### config.mk
export PLATFORM = sky130hd
export DESIGN_NAME = pktbuf_mgr
export DESIGN_NICKNAME = d
export VERILOG_FILES = /design/src/rtl/pbm_pkg.sv /design/src/rtl/pbm_fifo.sv /design/src/rtl/pbm_page_alloc.sv /design/src/rtl/pbm_tx_sched.sv /design/src/rtl/pktbuf_mgr.sv
export SDC_FILE = /design/constraint.sdc
export NUM_CORES = 1
export LEC_CHECK = 0
export BUFFER_PORTS_ARGS = -buffer_cell sky130_fd_sc_hd__buf_2
export CAP_MARGIN = 25
export CORE_ASPECT_RATIO = 2
export CORE_MARGIN = 2
export CORE_UTILIZATION = 55
export DETAILED_ROUTE_END_ITERATION = 8
export PLACE_DENSITY = 0.77
export REMOVE_ABC_BUFFERS = 1
export SETUP_SLACK_MARGIN = 0.02
export SYNTH_ARGS = -nofsm -noshare
export SYNTH_HDL_FRONTEND = slang
export SYNTH_SLANG_ARGS = --single-unit
### constraint.sdc
create_clock -name clk -period 4.8 [get_ports clk]
set_input_delay 0.96 -clock clk [delete_from_list [all_inputs] [get_ports clk]]
set_output_delay 0.96 -clock clk [all_outputs]
set_load 0.005 [all_outputs]
### src/rtl/pbm_pkg.sv
package pbm_pkg;
  typedef enum logic [2:0] {
    OP_NOP    = 3'd0,
    OP_ALLOC  = 3'd1,
    OP_ENQ    = 3'd2,
    OP_REL    = 3'd3,
    OP_TXACK  = 3'd4,
    OP_TXON   = 3'd5,
    OP_TXOFF  = 3'd6,
    OP_ERRCLR = 3'd7
  } pbm_op_e;
endpackage

### src/rtl/pbm_fifo.sv
module pbm_fifo #(
  parameter int W     = 4,
  parameter int DEPTH = 8
) (
  input  logic         clk,
  input  logic         rst,
  input  logic         push,
  input  logic [W-1:0] wdata,
  input  logic         pop,
  output logic         empty,
  output logic         full,
  output logic [W-1:0] head
);
  localparam int AW = (DEPTH > 1) ? $clog2(DEPTH) : 1;
  localparam int CW = $clog2(DEPTH + 1);

  logic [W-1:0]  mem [DEPTH];
  logic [AW-1:0] wr_ptr, rd_ptr;
  logic [CW-1:0] cnt;
  logic          do_push, do_pop;

  assign empty   = (cnt == '0);
  assign full    = (cnt == CW'(DEPTH));
  assign do_push = push && !full;
  assign do_pop  = pop && !empty;
  assign head    = empty ? '1 : mem[rd_ptr];

  // storage without reset so it maps to RAM
  always_ff @(posedge clk) begin
    if (do_push) mem[wr_ptr] <= wdata;
  end

  always_ff @(posedge clk) begin
    if (rst) begin
      wr_ptr <= '0;
      rd_ptr <= '0;
      cnt    <= '0;
    end else begin
      if (do_push) wr_ptr <= (wr_ptr == AW'(DEPTH - 1)) ? '0 : wr_ptr + 1'b1;
      if (do_pop)  rd_ptr <= (rd_ptr == AW'(DEPTH - 1)) ? '0 : rd_ptr + 1'b1;
      case ({do_push, do_pop})
        2'b10:   cnt <= cnt + 1'b1;
        2'b01:   cnt <= cnt - 1'b1;
        default: cnt <= cnt;
      endcase
    end
  end

  AST_NO_OVERFLOW: assert property (@(posedge clk) disable iff (rst)
    cnt <= CW'(DEPTH));
  AST_PUSH_FILLS: assert property (@(posedge clk) disable iff (rst)
    (push && !full) |=> !empty);
endmodule

### src/rtl/pbm_page_alloc.sv
module pbm_page_alloc #(
  parameter int NUM_PAGES = 8,
  parameter int PKT_W     = 3,
  parameter int PGC_W     = 4
) (
  input  logic                  clk,
  input  logic                  rst,
  input  logic                  req_valid,
  input  logic [PGC_W-1:0]      req_pages,
  input  logic                  rel_a_valid,
  input  logic [PKT_W-1:0]      rel_a_pkt,
  input  logic                  rel_b_valid,
  input  logic [PKT_W-1:0]      rel_b_pkt,
  output logic [(1<<PKT_W)-1:0] owned,
  output logic                  alloc_done,
  output logic [PKT_W-1:0]      alloc_pkt,
  output logic [PGC_W-1:0]      free_pages
);
  localparam int NUM_PKTS = 1 << PKT_W;

  logic [PGC_W-1:0] pg_tbl [NUM_PKTS];
  logic             pend_valid;
  logic [PGC_W-1:0] pend_pages;
  logic             slot_found;
  logic [PKT_W-1:0] slot_idx;
  logic             grant;
  logic             free_a, free_b;
  logic [PGC_W:0]   freed_sum;

  // lowest unallocated packet number
  always_comb begin
    slot_found = 1'b0;
    slot_idx   = '0;
    for (int i = NUM_PKTS - 1; i >= 0; i--) begin
      if (!owned[i]) begin
        slot_found = 1'b1;
        slot_idx   = PKT_W'(i);
      end
    end
  end

  assign grant  = pend_valid && !req_valid && slot_found &&
                  (free_pages >= pend_pages);
  assign free_a = rel_a_valid && owned[rel_a_pkt];
  assign free_b = rel_b_valid && owned[rel_b_pkt] &&
                  !(free_a && (rel_a_pkt == rel_b_pkt));

  always_comb begin
    freed_sum = '0;
    if (free_a) freed_sum = freed_sum + (PGC_W+1)'(pg_tbl[rel_a_pkt]);
    if (free_b) freed_sum = freed_sum + (PGC_W+1)'(pg_tbl[rel_b_pkt]);
  end

  always_ff @(posedge clk) begin
    if (rst) begin
      pend_valid <= 1'b0;
      pend_pages <= '0;
      alloc_done <= 1'b0;
      alloc_pkt  <= '0;
      free_pages <= PGC_W'(NUM_PAGES);
    end else begin
      if (req_valid) begin
        pend_valid <= 1'b1;
        pend_pages <= req_pages;
        alloc_done <= 1'b0;
      end else if (grant) begin
        pend_valid <= 1'b0;
        alloc_done <= 1'b1;
        alloc_pkt  <= slot_idx;
      end
      free_pages <= PGC_W'((PGC_W+1)'(free_pages) + freed_sum -
                           (grant ? (PGC_W+1)'(pend_pages) : '0));
    end
  end

  generate
    for (genvar p = 0; p < NUM_PKTS; p++) begin : g_pkt
      always_ff @(posedge clk) begin
        if (rst) begin
          owned[p]  <= 1'b0;
          pg_tbl[p] <= '0;
        end else if (grant && slot_idx == PKT_W'(p)) begin
          owned[p]  <= 1'b1;
          pg_tbl[p] <= pend_pages;
        end else if ((free_a && rel_a_pkt == PKT_W'(p)) ||
                     (free_b && rel_b_pkt == PKT_W'(p))) begin
          owned[p]  <= 1'b0;
          pg_tbl[p] <= '0;
        end
      end
    end
  endgenerate

  AST_ALLOC_CLEARS: assert property (@(posedge clk) disable iff (rst)
    req_valid |=> !alloc_done);
  AST_GRANT_OWNED: assert property (@(posedge clk) disable iff (rst)
    $rose(alloc_done) |-> owned[alloc_pkt]);
  AST_PEND_WAIT: assert property (@(posedge clk) disable iff (rst)
    (pend_valid && !req_valid && free_pages < pend_pages) |=> !alloc_done);
  AST_FREE_BOUND: assert property (@(posedge clk) disable iff (rst)
    free_pages <= PGC_W'(NUM_PAGES));
endmodule

### src/rtl/pbm_tx_sched.sv
module pbm_tx_sched #(
  parameter int PKT_W = 3
) (
  input  logic             clk,
  input  logic             rst,
  input  logic             en_on,
  input  logic             en_off,
  input  logic             fail,
  input  logic             q_empty,
  input  logic [PKT_W-1:0] q_head,
  input  logic             mac_ready,
  output logic             q_pop,
  output logic             tx_en,
  output logic             req_valid,
  output logic [PKT_W-1:0] req_pkt
);
  assign q_pop = tx_en && !q_empty && !req_valid;

  always_ff @(posedge clk) begin
    if (rst) begin
      tx_en     <= 1'b0;
      req_valid <= 1'b0;
      req_pkt   <= '0;
    end else begin
      if (fail)        tx_en <= 1'b0;
      else if (en_off) tx_en <= 1'b0;
      else if (en_on)  tx_en <= 1'b1;

      if (q_pop) begin
        req_valid <= 1'b1;
        req_pkt   <= q_head;
      end else if (req_valid && mac_ready) begin
        req_valid <= 1'b0;
      end
    end
  end

  AST_TX_GATE: assert property (@(posedge clk) disable iff (rst)
    (!tx_en && !req_valid) |=> !req_valid);
  AST_REQ_HOLD: assert property (@(posedge clk) disable iff (rst)
    (req_valid && !mac_ready) |=> (req_valid && $stable(req_pkt)));
  AST_FAIL_STOPS: assert property (@(posedge clk) disable iff (rst)
    fail |=> !tx_en);
endmodule

### src/rtl/pktbuf_mgr.sv
module pktbuf_mgr #(
  parameter int NUM_PAGES  = 8,
  parameter int PAGE_BYTES = 256,
  parameter int PKT_W      = 3,
  parameter int LEN_W      = 11,
  parameter int TXQ_DEPTH  = 8,
  parameter int CMP_DEPTH  = 8,
  parameter int PGC_W      = $clog2(NUM_PAGES + 1)
) (
  input  logic             clk,
  input  logic             rst,
  input  logic             cmd_valid,
  input  logic [2:0]       cmd_op,
  input  logic [LEN_W-1:0] cmd_len,
  input  logic [PKT_W-1:0] cmd_pkt,
  input  logic             alloc_irq_mask,
  input  logic             auto_release,
  output logic             alloc_done,
  output logic [PKT_W-1:0] alloc_result,
  output logic             alloc_irq,
  output logic [PGC_W-1:0] free_pages,
  output logic             txq_empty,
  output logic             tx_en,
  output logic             mac_req_valid,
  output logic [PKT_W-1:0] mac_req_pkt,
  input  logic             mac_req_ready,
  input  logic             mac_done,
  input  logic [PKT_W-1:0] mac_done_pkt,
  input  logic             mac_done_ok,
  output logic             cmp_empty,
  output logic [PKT_W-1:0] cmp_head,
  output logic             cmp_head_ok,
  output logic             tx_irq,
  output logic             cmd_err
);
  import pbm_pkg::*;

  localparam int NUM_PKTS   = 1 << PKT_W;
  localparam int PAGE_SHIFT = $clog2(PAGE_BYTES);
  localparam int SUM_W      = LEN_W + 1;

  pbm_op_e op;
  logic    is_alloc, is_enq, is_rel, is_ack, is_on, is_off, is_clr;

  assign op       = pbm_op_e'(cmd_op);
  assign is_alloc = cmd_valid && (op == OP_ALLOC);
  assign is_enq   = cmd_valid && (op == OP_ENQ);
  assign is_rel   = cmd_valid && (op == OP_REL);
  assign is_ack   = cmd_valid && (op == OP_TXACK);
  assign is_on    = cmd_valid && (op == OP_TXON);
  assign is_off   = cmd_valid && (op == OP_TXOFF);
  assign is_clr   = cmd_valid && (op == OP_ERRCLR);

  // page count: round up, minimum one page
  logic [SUM_W-1:0] len_up;
  logic [SUM_W-1:0] pages_raw;
  logic [PGC_W-1:0] req_pages;

  assign len_up    = SUM_W'(cmd_len) + SUM_W'(PAGE_BYTES - 1);
  assign pages_raw = len_up >> PAGE_SHIFT;
  always_comb begin
    if (pages_raw == '0)                   req_pages = PGC_W'(1);
    else if (pages_raw > SUM_W'(NUM_PAGES)) req_pages = '1;
    else                                   req_pages = PGC_W'(pages_raw);
  end

  logic [NUM_PKTS-1:0] owned;
  logic                rel_ok, auto_free;
  logic                txq_full, txq_push, txq_pop;
  logic [PKT_W-1:0]    txq_head;
  logic                cmp_full, cmp_push;
  logic [PKT_W:0]      cmp_word;
  logic                enq_bad, rel_bad, ack_bad, cmp_bad;

  assign rel_ok    = is_rel && owned[cmd_pkt];
  assign auto_free = mac_done && mac_done_ok && auto_release;

  pbm_page_alloc #(
    .NUM_PAGES(NUM_PAGES),
    .PKT_W    (PKT_W),
    .PGC_W    (PGC_W)
  ) i_alloc (
    .clk        (clk),
    .rst        (rst),
    .req_valid  (is_alloc),
    .req_pages  (req_pages),
    .rel_a_valid(rel_ok),
    .rel_a_pkt  (cmd_pkt),
    .rel_b_valid(auto_free),
    .rel_b_pkt  (mac_done_pkt),
    .owned      (owned),
    .alloc_done (alloc_done),
    .alloc_pkt  (alloc_result),
    .free_pages (free_pages)
  );

  assign enq_bad  = is_enq && (!owned[cmd_pkt] || txq_full);
  assign txq_push = is_enq && !enq_bad;

  pbm_fifo #(.W(PKT_W), .DEPTH(TXQ_DEPTH)) i_txq (
    .clk  (clk),
    .rst  (rst),
    .push (txq_push),
    .wdata(cmd_pkt),
    .pop  (txq_pop),
    .empty(txq_empty),
    .full (txq_full),
    .head (txq_head)
  );

  pbm_tx_sched #(.PKT_W(PKT_W)) i_sched (
    .clk      (clk),
    .rst      (rst),
    .en_on    (is_on),
    .en_off   (is_off),
    .fail     (mac_done && !mac_done_ok),
    .q_empty  (txq_empty),
    .q_head   (txq_head),
    .mac_ready(mac_req_ready),
    .q_pop    (txq_pop),
    .tx_en    (tx_en),
    .req_valid(mac_req_valid),
    .req_pkt  (mac_req_pkt)
  );

  assign cmp_bad  = mac_done && cmp_full;
  assign cmp_push = mac_done && !cmp_full;

  pbm_fifo #(.W(PKT_W + 1), .DEPTH(CMP_DEPTH)) i_cmpq (
    .clk  (clk),
    .rst  (rst),
    .push (cmp_push),
    .wdata({mac_done_ok, mac_done_pkt}),
    .pop  (is_ack),
    .empty(cmp_empty),
    .full (cmp_full),
    .head (cmp_word)
  );

  assign cmp_head    = cmp_word[PKT_W-1:0];
  assign cmp_head_ok = cmp_word[PKT_W];
  assign tx_irq      = !cmp_empty;
  assign alloc_irq   = alloc_done && alloc_irq_mask;

  assign rel_bad = is_rel && !owned[cmd_pkt];
  assign ack_bad = is_ack && cmp_empty;

  always_ff @(posedge clk) begin
    if (rst)                                          cmd_err <= 1'b0;
    else if (enq_bad || rel_bad || ack_bad || cmp_bad) cmd_err <= 1'b1;
    else if (is_clr)                                  cmd_err <= 1'b0;
  end

  AST_ERR_STICKY: assert property (@(posedge clk) disable iff (rst)
    (cmd_err && !is_clr) |=> cmd_err);
  AST_DONE_IRQ: assert property (@(posedge clk) disable iff (rst)
    (mac_done && !cmp_full) |=> tx_irq);
  AST_REL_GONE: assert property (@(posedge clk) disable iff (rst)
    rel_ok |=> !owned[$past(cmd_pkt)]);
endmodule

==> impl_metrics.json, run 1 <==
{
  "post_cts_resized": 0,
  "use_met3_pct": 5.57,
  "crit_family": "adder cells",
  "r2r_cells": 15,
  "die-height_um": 165,
  "netlist_instances": 595,
  "synth_edf_count": 88,
  "clock_skew_ps": 8.33,
  "drt_iter0_markers": 528,
  "yosysTopAreaCellShare_pct": 36.9,
  "worstPathRequired_ps": 5090,
  "slew_headroom_pct": 26.9,
  "rows": 59,
  "arrival_ps": 4720,
  "synth_top_area_cell": "edfxtp_1",
  "synth-seq-area-share_pct": 50.9,
  "synthesis.area_sq_mm": 0.00715,
  "ctsRootBufferMaster": "clkbuf_16",
  "vias": 5176,
  "cts-htree-levels": 4,
  "drive_gt1_share_pct": 21.8,
  "cts_setup_buffers": 0,
  "power_mw": 2.95,
  "p_leak_nw": 3.05,
  "slowest_stage": "mux4_1",
  "synth_cell_types": 65,
  "nNetsFinal": 712,
  "fin_area_sq_mm": 0.00819,
  "drt-wirelength-per-cell_um": 20.4,
  "antenna_left": 0,
  "grt-busiest-layer": "met2",
  "cts_sinks": 138,
  "grt_use_total_pct": 24.6,
  "whs_path_depth": 2,
  "place_ws_ps": -54.3,
  "ys_ff_latch": 138,
  "cpMostUsedCell": "mux2i_1",
  "reg2reg_slack_ps": 650,
  "grt_max_degree": 40,
  "fin_crit_sh_pct": 92.2,
  "post-place-cells": 785,
  "drt_first_pass_iters": 6,
  "path_class": "input pin to flop",
  "io_pins": 50,
  "fin_cells": 818,
  "hold_viol": 0,
  "clk_pin_slew_ps": 60,
  "worstMarginPinSlew_ps": 1080,
  "max_cap_viol_count": 0,
  "ir_worst_vdd_mv": 0.355,
  "power_density_mw_per_mm2": 360,
  "grt_use_met1_pct": 31.0,
  "gp_congestion": 0.908,
  "synthTopCellsByArea": "edfxtp_1, dfxtp_1, mux4_2",
  "cp_num_buf_inv": 2,
  "drt-total-wl_um": 16700,
  "endpoint_kind": "flop",
  "drc": 0,
  "die_area_sq_mm": 0.0140,
  "antennaDiodeCount": 0,
  "yosysWarnings": 0,
  "core_sq_mm": 0.0128,
  "numCtsBuffers": 17,
  "cp.depth": 15,
  "grt_pass1_vias": 5037,
  "hold_class": "flop to flop",
  "max_freq_mhz": 226,
  "antenna_found_initial": 0,
  "finalMaxSlewViolations": 0,
  "setup_viol": 0,
  "synth_async_sr_flop_share_pct": 0,
  "die_x_um": 84.6,
  "hpwl_um": 11900,
  "grt_pass1_wl_um": 26000,
  "io_buffers": 49,
  "synthFlopType": "edfxtp_1",
  "clkLatencyLatePin_ps": 430,
  "fin_crit_ps": 4430,
  "cts_hold_buffers": 0,
  "cts_tree": "built",
  "status": "completed",
  "synthToLayoutAreaGrowth_pct": 14.5,
  "dpl_cell_area_sq_mm": 0.00758,
  "hold_slack_ps": 475,
  "grt_setup_unrepaired": "no",
  "clock_tree.buffer_depth": 2,
  "via_per_inst": 6.33,
  "cpPeakStageDelay_ps": 600,
  "fin_ws_ps": 375,
  "path_max_fanout": 9,
  "syn_avg_cell_area_sq_um": 12.0,
  "startpoint_type": "input pin",
  "use_met2_pct": 39.4,
  "crit_path_cell_trace": "buf_2 > mux4_1 > mux2i_1 > nor2_1 > ha_1 > fa_1 > mux2i_1 > fa_1 > inv_1 > ha_1 > a21o_1 > a21oi_1 > xnor2_1 > xnor3_1 > mux2i_1",
  "gr-total-overflow": 0,
  "start_util_pct": 55.7
}
[synthesized netlist by cell type (3+ instances only)]
| master | n |
|---|---|
| o21ai_0 | 6 |
| a31o_2 | 4 |
| mux2i_1 | 27 |
| xor2_1 | 10 |
| mux4_2 | 28 |
| buf_1 | 4 |
| a21oi_1 | 31 |
| xnor2_1 | 6 |
| nor2b_1 | 6 |
| ha_1 | 25 |
| inv_1 | 25 |
| nand2_1 | 29 |
| a211oi_1 | 7 |
| a21o_1 | 11 |
| dfxtp_1 | 50 |
| mux2_2 | 3 |
| buf_6 | 3 |
| and2_1 | 22 |
| o31ai_1 | 3 |
| fa_1 | 6 |
| nor3_1 | 20 |
| nor3b_1 | 6 |
| edfxtp_1 | 88 |
| o21ai_1 | 6 |
| nor4_1 | 22 |
| nand2b_1 | 6 |
| nor2_1 | 53 |
| clkbuf_1 | 17 |
| buf_2 | 4 |
| nand3_1 | 10 |
| nor4b_1 | 6 |
| a31oi_1 | 5 |
| or3_1 | 5 |
[worst min-delay path: cells and delay by family, from the launching register on]
family / cells / cell delay [ps]
compound gates: 2 / 120
flops: 1 / 300
[where the power goes]
group | leakage (nW) | total (mW) | internal [mW] | switching, mW
Combinational | 1.53 | 0.291 | 0.129 | 0.163
Clock | 0.284 | 1.33 | 0.789 | 0.543
Sequential | 1.23 | 1.32 | 1.29 | 0.0286
[metrics by stage]
stage	setup TNS, ps	utilization [%]
floorplan	0	-
global placement	0	59.0
detailed placement	-54.3	59.0
CTS	0	63.7
global route	0	63.7
finish	0	63.7
[kinds of logic after synthesis]
logic type                 synth area share, %
muxes                                     14.0
xor gates and xnor gates                  2.27
adders and majority gates                 6.05
buffers and inverters                     3.38
and+or+nand+nor                           15.0
DFF                                       50.9
AOI/OAI and AO/OA                         8.43
[final timing paths]
kind,startpoint,end
hold / removal,i_alloc.alloc_pkt[0],i_alloc.alloc_pkt[0]
setup / recovery,cmd_pkt[0],i_alloc.free_pages[3]
hold reg to reg,i_alloc.alloc_pkt[0],i_alloc.alloc_pkt[0]
setup reg to reg,i_alloc.owned[1],i_alloc.free_pages[3]
[state kept, by name, summed over array words and instances (netlist names), 4 cells and up, named ones only]
name,count
i_alloc.pg_tbl,32
i_alloc.pend_pages,4
i_alloc.owned,8
i_txq.mem,24
i_alloc.free_pages,4
i_cmpq.cnt,4
i_txq.cnt,4
i_cmpq.mem,32
[routing by layer]
| metal | routed length [um] | part of all wire, % | vias to the layer above |
|---|---|---|---|
| met2 | 8040 | 48 | 265 |
| met3 | 1240 | 7.4 | 64 |
| met4 | 856 | 5.1 | 0 |
| met5 | 0 | 0 | - |
| li1 | - | - | 2362 |
| met1 | 6560 | 39 | 2485 |
[layout by cell type (no fill, tap or decap), drive strengths merged, types with 11 or more instances in the layout]
cell type,count
buf,67
mux4,30
a21oi,32
dfxtp,50
nand2,29
clkbuf,19
mux2i,27
nor3,20
and2,22
a21o,11
o21ai,12
nor4,22
inv,33
edfxtp,88
nor2,54
ha,25
[area by class of cell]
cell class                      count  area, sq um
Clock buffer                       18          439
Clock inverter                     14          159
Fill cell                         995         4660
Inverter                           27          101
Multi-Input combinational cell    401         3270
Sequential cell                   138         3640
Tap cell                          152          190
Timing Repair Buffer               68          385
No activity file was read; power rests on OpenSTA's default activity.
==> inputs of run 2 (changes only) <==
--- a/config.mk
+++ b/config.mk
@@ -5,6 +5,7 @@
 export SDC_FILE = /design/constraint.sdc
 export NUM_CORES = 1
 export LEC_CHECK = 0
+export ABC_AREA = 1
 export BUFFER_PORTS_ARGS = -buffer_cell sky130_fd_sc_hd__buf_2
 export CAP_MARGIN = 25
 export CORE_ASPECT_RATIO = 2
==> impl_metrics.json, run 2 <==
{
  "io_buffers": 49,
  "synthToLayoutAreaGrowth_pct": 15.0,
  "cts_tree": "built",
  "ctsRootBufferMaster": "clkbuf_16",
  "clock_skew_ps": 8.27,
  "grt_pass1_vias": 5966,
  "power_density_mw_per_mm2": 343,
  "max_cap_viol_count": 0,
  "clkPwrFrac_pct": 42.1,
  "netSwitchingFraction_pct": 25.2,
  "seqPwrFrac_pct": 47.0,
  "grt_max_degree": 24,
  "path_class": "input pin to flop",
  "antenna_left": 0,
  "reg2reg_to": "i_alloc.free_pages[3]",
  "grt_setup_unrepaired": "no",
  "grt_pass1_wl_um": 30500,
  "start_util_pct": 55.7,
  "startpoint_type": "input pin",
  "yosysWarnings": 0,
  "ys_ff_latch": 138,
  "gr-total-overflow": 0,
  "die_area_sq_mm": 0.0140,
  "cts-htree-levels": 4,
  "synth.top_cells.by_count": "nand2_1, nor2_1, edfxtp_1, inv_1, o21ai_0",
  "p_leak_nw": 3.52,
  "setup_viol": 0,
  "drc": 0,
  "worstMarginPinSlew_ps": 576,
  "hold_viol": 0,
  "post_cts_resized": 0,
  "fin_crit_ps": 4520,
  "yosysTopAreaCellShare_pct": 36.9,
  "clock_tree.buffer_depth": 2,
  "drive_gt1_share_pct": 14.3,
  "cts_hold_buffers": 0,
  "drt_iter0_markers": 490,
  "synth_edf_count": 88,
  "syn_avg_cell_area_sq_um": 8.60,
  "status": "completed",
  "layout_common_cells": "nand2_1, nor2_1, edfxtp_1, inv_1, o21ai_0",
  "switchingPower_uw": 710,
  "synth_cell_types": 48,
  "power_mw": 2.82,
  "nFillCells": 1078,
  "reg2reg_slack_ps": 770,
  "die-height_um": 165,
  "cp.depth": 27,
  "slew_headroom_pct": 61.5,
  "r2r_cells": 25,
  "fin_ws_ps": 281,
  "vias": 6108,
  "cpMostUsedCell": "nand2_1",
  "drt-wirelength-per-cell_um": 17.9,
  "timing.rr.start": "i_alloc.owned[2]",
  "drt_first_pass_iters": 5,
  "arrival_ps": 4800,
  "setup_tns_ps": 0,
  "rows": 59,
  "synthesis.area_sq_mm": 0.00716,
  "finalMaxSlewViolations": 0,
  "synth_top_area_cell": "edfxtp_1",
  "cts_sinks": 138,
  "endpoint_kind": "flop",
  "core_sq_mm": 0.0128,
  "antenna_found_initial": 0,
  "io_pins": 50,
  "ir_worst_vdd_mv": 0.282,
  "crit_end": "i_alloc.free_pages[3]",
  "worstPathRequired_ps": 5080,
  "crit_family": "simple AND/OR/NAND/NOR gates",
  "synth_most_common_cell": "nand2_1",
  "gp_congestion": 1.02,
  "clkLatencyLatePin_ps": 410,
  "hpwl_um": 14400,
  "comb_power_share_pct": 10.8,
  "fin_crit_sh_pct": 94.1,
  "slowest_stage": "fa_1",
  "synthFlopType": "edfxtp_1",
  "intPower_mw": 2.11,
  "die_x_um": 84.7,
  "cp_num_buf_inv": 4,
  "drt-total-wl_um": 19200,
  "synthTopCellsByArea": "edfxtp_1, dfxtp_1, nand2_1",
  "cts_setup_buffers": 0,
  "hold_class": "flop to flop",
  "numCtsBuffers": 17,
  "nNetsFinal": 968,
  "worstSetupStartpoint": "cmd_pkt[0]",
  "clk_pin_slew_ps": 60,
  "place_ws_ps": -73.8,
  "synth_async_sr_flop_share_pct": 0,
  "via_per_inst": 5.70,
  "cpPeakStageDelay_ps": 440,
  "antennaDiodeCount": 0,
  "path_max_fanout": 12,
  "reg_top3": "i_alloc.pg_tbl: 32 flops, i_cmpq.mem: 32 flops, i_txq.mem: 24 flops",
  "synth-seq-area-share_pct": 50.9,
  "max_freq_mhz": 221,
  "grt_use_total_pct": 28.5,
  "netlist_instances": 832,
  "final_common_cell": "nand2_1"
}
## run 2: cell types whose count changed in the layout (fill, tap and decap cells not counted), sizes merged, moves of 12 or more
cell	change
mux4	-30
nor2	+101
nor4	-20
nor3	-12
nand2	+142
nand3	+28
mux2i	-27
o21ai	+43
o22ai	+21
inv	+60
and2	-22
## run 2: cells by family after synthesis
| group | Yosys count | share of synthesized area [%] |
|---|---|---|
| muxes | 1 | 0.157 |
| xor gates and xnor gates | 8 | 0.979 |
| adders and majority gates | 31 | 6.05 |
| buffers and inverters | 115 | 6.50 |
| DFF | 138 | 50.9 |
| AOI/OAI and AO/OA | 153 | 12.9 |
| and+or+nand+nor | 386 | 22.5 |
## run 2: per-stage QoR
step                utilization [%]  hold slack [ps]  std cells  area [sq um]
finish                         64.1              469       1072          8230
global route                   64.1              492       1072          8230
CTS                            64.1              471       1072          8230
detailed placement             60.0              462       1042          7700
global placement               60.0              451       1042          7700
floorplan                         -              435        813          7060
## run 2: worst reg2reg max path: stages, from the launching register on
cell,delay (ps)
dfxtp_1,410
nand2_1,130
nand2_1,50
nand2_1,70
nand3_1,80
nand2_1,150
nor2_4,50
and3_1,160
ha_1,230
fa_1,380
xor2_1,160
o21ai_0,200
fa_1,440
inv_1,70
ha_1,270
a21oi_1,140
nand2_1,80
or2_2,270
nand2_1,100
inv_1,70
nand2_1,80
nand2_1,60
nand2_1,50
nand2_1,60
nand3_1,70
nand3_1,60
## run 2: power by group through the flow
| stage | sequential, mW | clock, mW | combinational, mW |
|---|---|---|---|
| after detailed placement | 1.35 | 0 | 0.299 |
| after global routing | 1.33 | 1.25 | 0.342 |
| after global placement | 1.35 | 0 | 0.288 |
| after floorplan | 1.34 | 0 | 0.180 |
| final | 1.33 | 1.19 | 0.306 |
| after CTS | 1.33 | 1.20 | 0.304 |
## run 2: how the worst min path moves through the flow
stage,depth (start not counted),to,start,slack (ps)
after floorplan,2,i_alloc.pend_valid,i_alloc.pend_valid,430
after global placement,2,i_alloc.pend_valid,i_alloc.pend_valid,450
after detailed placement,2,i_sched.req_pkt[1],i_sched.req_pkt[1],460
after CTS,2,i_sched.req_pkt[1],i_sched.req_pkt[1],470
after global routing,2,i_sched.req_pkt[1],i_sched.req_pkt[1],490
final,2,i_alloc.alloc_pkt[2],i_alloc.alloc_pkt[2],470
## run 2: area by class of cell
class                   instances  area, sq um  area share (%)
multi-input cells             579         3050            37.0
inverters                      96          365            4.44
repair buffers                 77          455            5.53
flip-flops and latches        138         3640            44.3
well taps                     152          190            2.31
clock buffers                  17          425            5.17
clock inverters                13          104            1.26
## run 2: metal layers
layer / vias to the layer above / wire length, um / track usage, %
met4: 0 / 776 / 14.1
met3: 52 / 1060 / 3.93
met5: - / 0 / 0
met2: 256 / 9420 / 47.8
li1: 2970 / - / -
met1: 2830 / 7940 / 36.1
==> inputs of run 3 (changes only) <==
--- a/config.mk
+++ b/config.mk
@@ -8,11 +8,13 @@
 export ABC_AREA = 1
 export BUFFER_PORTS_ARGS = -buffer_cell sky130_fd_sc_hd__buf_2
 export CAP_MARGIN = 25
+export CELL_PAD_IN_SITES_DETAIL_PLACEMENT = 1
+export CELL_PAD_IN_SITES_GLOBAL_PLACEMENT = 1
 export CORE_ASPECT_RATIO = 2
 export CORE_MARGIN = 2
-export CORE_UTILIZATION = 55
+export CORE_UTILIZATION = 42
 export DETAILED_ROUTE_END_ITERATION = 8
-export PLACE_DENSITY = 0.77
+export PLACE_DENSITY_LB_ADDON = 0.1
 export REMOVE_ABC_BUFFERS = 1
 export SETUP_SLACK_MARGIN = 0.02
 export SYNTH_ARGS = -nofsm -noshare
==> impl_metrics.json, run 3 (synthesized netlist as in run 2, its figures left out) <==
{
  "max_freq_mhz": 224,
  "drt_first_pass_iters": 5,
  "place_ws_ps": -305,
  "gp_congestion": 0.938,
  "clk_pin_slew_ps": 60,
  "hold_class": "flop to flop",
  "grt_use_total_pct": 28.9,
  "ctsRootBufferMaster": "clkbuf_16",
  "power_density_mw_per_mm2": 366,
  "hpwl_um": 19500,
  "slew_headroom_pct": 61.4,
  "cts-htree-levels": 4,
  "die-height_um": 189,
  "comb_power_share_pct": 10.9,
  "fin_crit_ps": 4470,
  "setup_viol": 0,
  "grt_pass1_vias": 7229,
  "intPower_mw": 2.35,
  "status": "completed",
  "path_class": "input pin to flop",
  "startpoint_type": "input pin",
  "grt_setup_unrepaired": "no",
  "path_max_fanout": 8,
  "max_cap_viol_count": 0,
  "hold_viol": 0,
  "antennaDiodeCount": 0,
  "timing.rr.start": "i_alloc.owned[2]",
  "post-place-cells": 1115,
  "via_per_inst": 5.55,
  "start_util_pct": 42.7,
  "ir_worst_vdd_mv": 0.203,
  "reg_top3": "i_alloc.pg_tbl: 32 flops, i_cmpq.mem: 32 flops, i_txq.mem: 24 flops",
  "arrival_ps": 4770,
  "grt_max_degree": 38,
  "drive_gt1_share_pct": 17.0,
  "clock_skew_ps": 8.87,
  "drc": 0,
  "rows": 67,
  "cts_sinks": 138,
  "postLayoutCoreUtil_pct": 51.2,
  "nNetsFinal": 986,
  "worstPathRequired_ps": 5100,
  "die_x_um": 96.3,
  "hold_end": "i_alloc.pend_valid",
  "antenna_found_initial": 0,
  "clkLatencyLatePin_ps": 440,
  "hold_slack_ps": 464,
  "io_pins": 50,
  "reg2reg_slack_ps": 770,
  "whs_path_depth": 2,
  "synthToLayoutAreaGrowth_pct": 19.9,
  "switchingPower_uw": 791,
  "antenna_left": 0,
  "clock_tree.buffer_depth": 2,
  "cts_tree": "built",
  "core_sq_mm": 0.0168,
  "fin_cells": 1147,
  "layout_common_cells": "nand2_1, nor2_1, edfxtp_1, inv_1, dfxtp_1",
  "clkPwrFrac_pct": 46.8,
  "drt-wirelength-per-cell_um": 21.6,
  "final_common_cell": "nand2_1",
  "seqPwrFrac_pct": 42.3,
  "fin_crit_sh_pct": 93.1,
  "gr-total-overflow": 0,
  "io_buffers": 49,
  "grt_pass1_wl_um": 38200,
  "worstMarginPinSlew_ps": 579,
  "nFillCells": 2020,
  "drt_iter0_markers": 184,
  "endpoint_kind": "flop",
  "reg2reg_to": "i_alloc.free_pages[3]",
  "die_area_sq_mm": 0.0182,
  "netSwitchingFraction_pct": 25.2,
  "drt-total-wl_um": 24800,
  "fin_ws_ps": 329,
  "hold_start": "i_alloc.pend_valid",
  "vias": 6364,
  "p_leak_nw": 3.65,
  "finalMaxSlewViolations": 0,
  "power_mw": 3.14,
  "r2r_cells": 25,
  "numCtsBuffers": 17
}
## run 3: per-layer routing
layer | part of all wire, % | routed length, um | global-route usage (%)
met1 | 31 | 7800 | 23.9
met4 | 7.7 | 1920 | 19.9
met3 | 2.3 | 582 | 4.40
met5 | 0 | 0 | 0
met2 | 58 | 14500 | 57.5
## run 3: repair_timing
action / 4_1_cts / 5_1_grt
gates resized for setup: 0 / 9
setup endpoints to repair: 0 / 1
hold buffers: 0 / 0
buffers inserted: 0 / 0
## run 3: final cells by class
cell class / instances / area, sq um / area share, %
Tap cell: 207 / 259 / 3.02
Sequential cell: 138 / 3640 / 42.4
Clock buffer: 18 / 429 / 5.00
Timing Repair Buffer: 95 / 593 / 6.91
Multi-Input combinational cell: 579 / 3070 / 35.8
Clock inverter: 14 / 221 / 2.58
Inverter: 96 / 365 / 4.26
## run 3: worst max path at each step
| stage | start | end | slack (ps) |
|---|---|---|---|
| 2_1_floorplan | cmd_pkt[0] | i_alloc.free_pages[3] | 490 |
| 5_1_grt | cmd_pkt[0] | i_alloc.free_pages[3] | 30 |
| 3_3_place_gp | cmd_pkt[0] | i_alloc.free_pages[3] | 8 |
| 3_5_place_dp | cmd_pkt[0] | i_alloc.free_pages[3] | -310 |
| 4_1_cts | cmd_pkt[0] | i_alloc.free_pages[3] | 40 |
| 6_report | cmd_pkt[1] | i_alloc.free_pages[3] | 330 |
## run 3: through the flow
stage | TNS, ps | instance area [sq um]
3_3_place_gp | 0 | 7910
5_1_grt | 0 | 8580
3_5_place_dp | -305 | 7910
2_1_floorplan | 0 | 7060
6_report | 0 | 8580
4_1_cts | 0 | 8560
## run 3: power groups by stage
stage / clock (mW) / sequential, mW / combinational, mW
2_1_floorplan: 0 / 1.34 / 0.180
3_3_place_gp: 0 / 1.35 / 0.312
3_5_place_dp: 0 / 1.35 / 0.333
4_1_cts: 1.49 / 1.33 / 0.338
5_1_grt: 1.53 / 1.33 / 0.383
6_report: 1.47 / 1.33 / 0.343
## run 3: critical path: stages
cell and delay, ps:
buf_2 180, inv_1 160, nand2_2 150, o22ai_1 180, o21ai_0 120, and3_1 230
ha_1 240, fa_1 410, xor2_1 160, o21ai_1 190, fa_1 450, inv_1 110
ha_4 220, a21oi_2 120, nand2_1 70, or2_2 270, nand2_1 100, inv_1 70
nand2_1 90, nand2_1 70, nand2_1 50, nand2_1 50, nand3_1 60, nand3_1 60
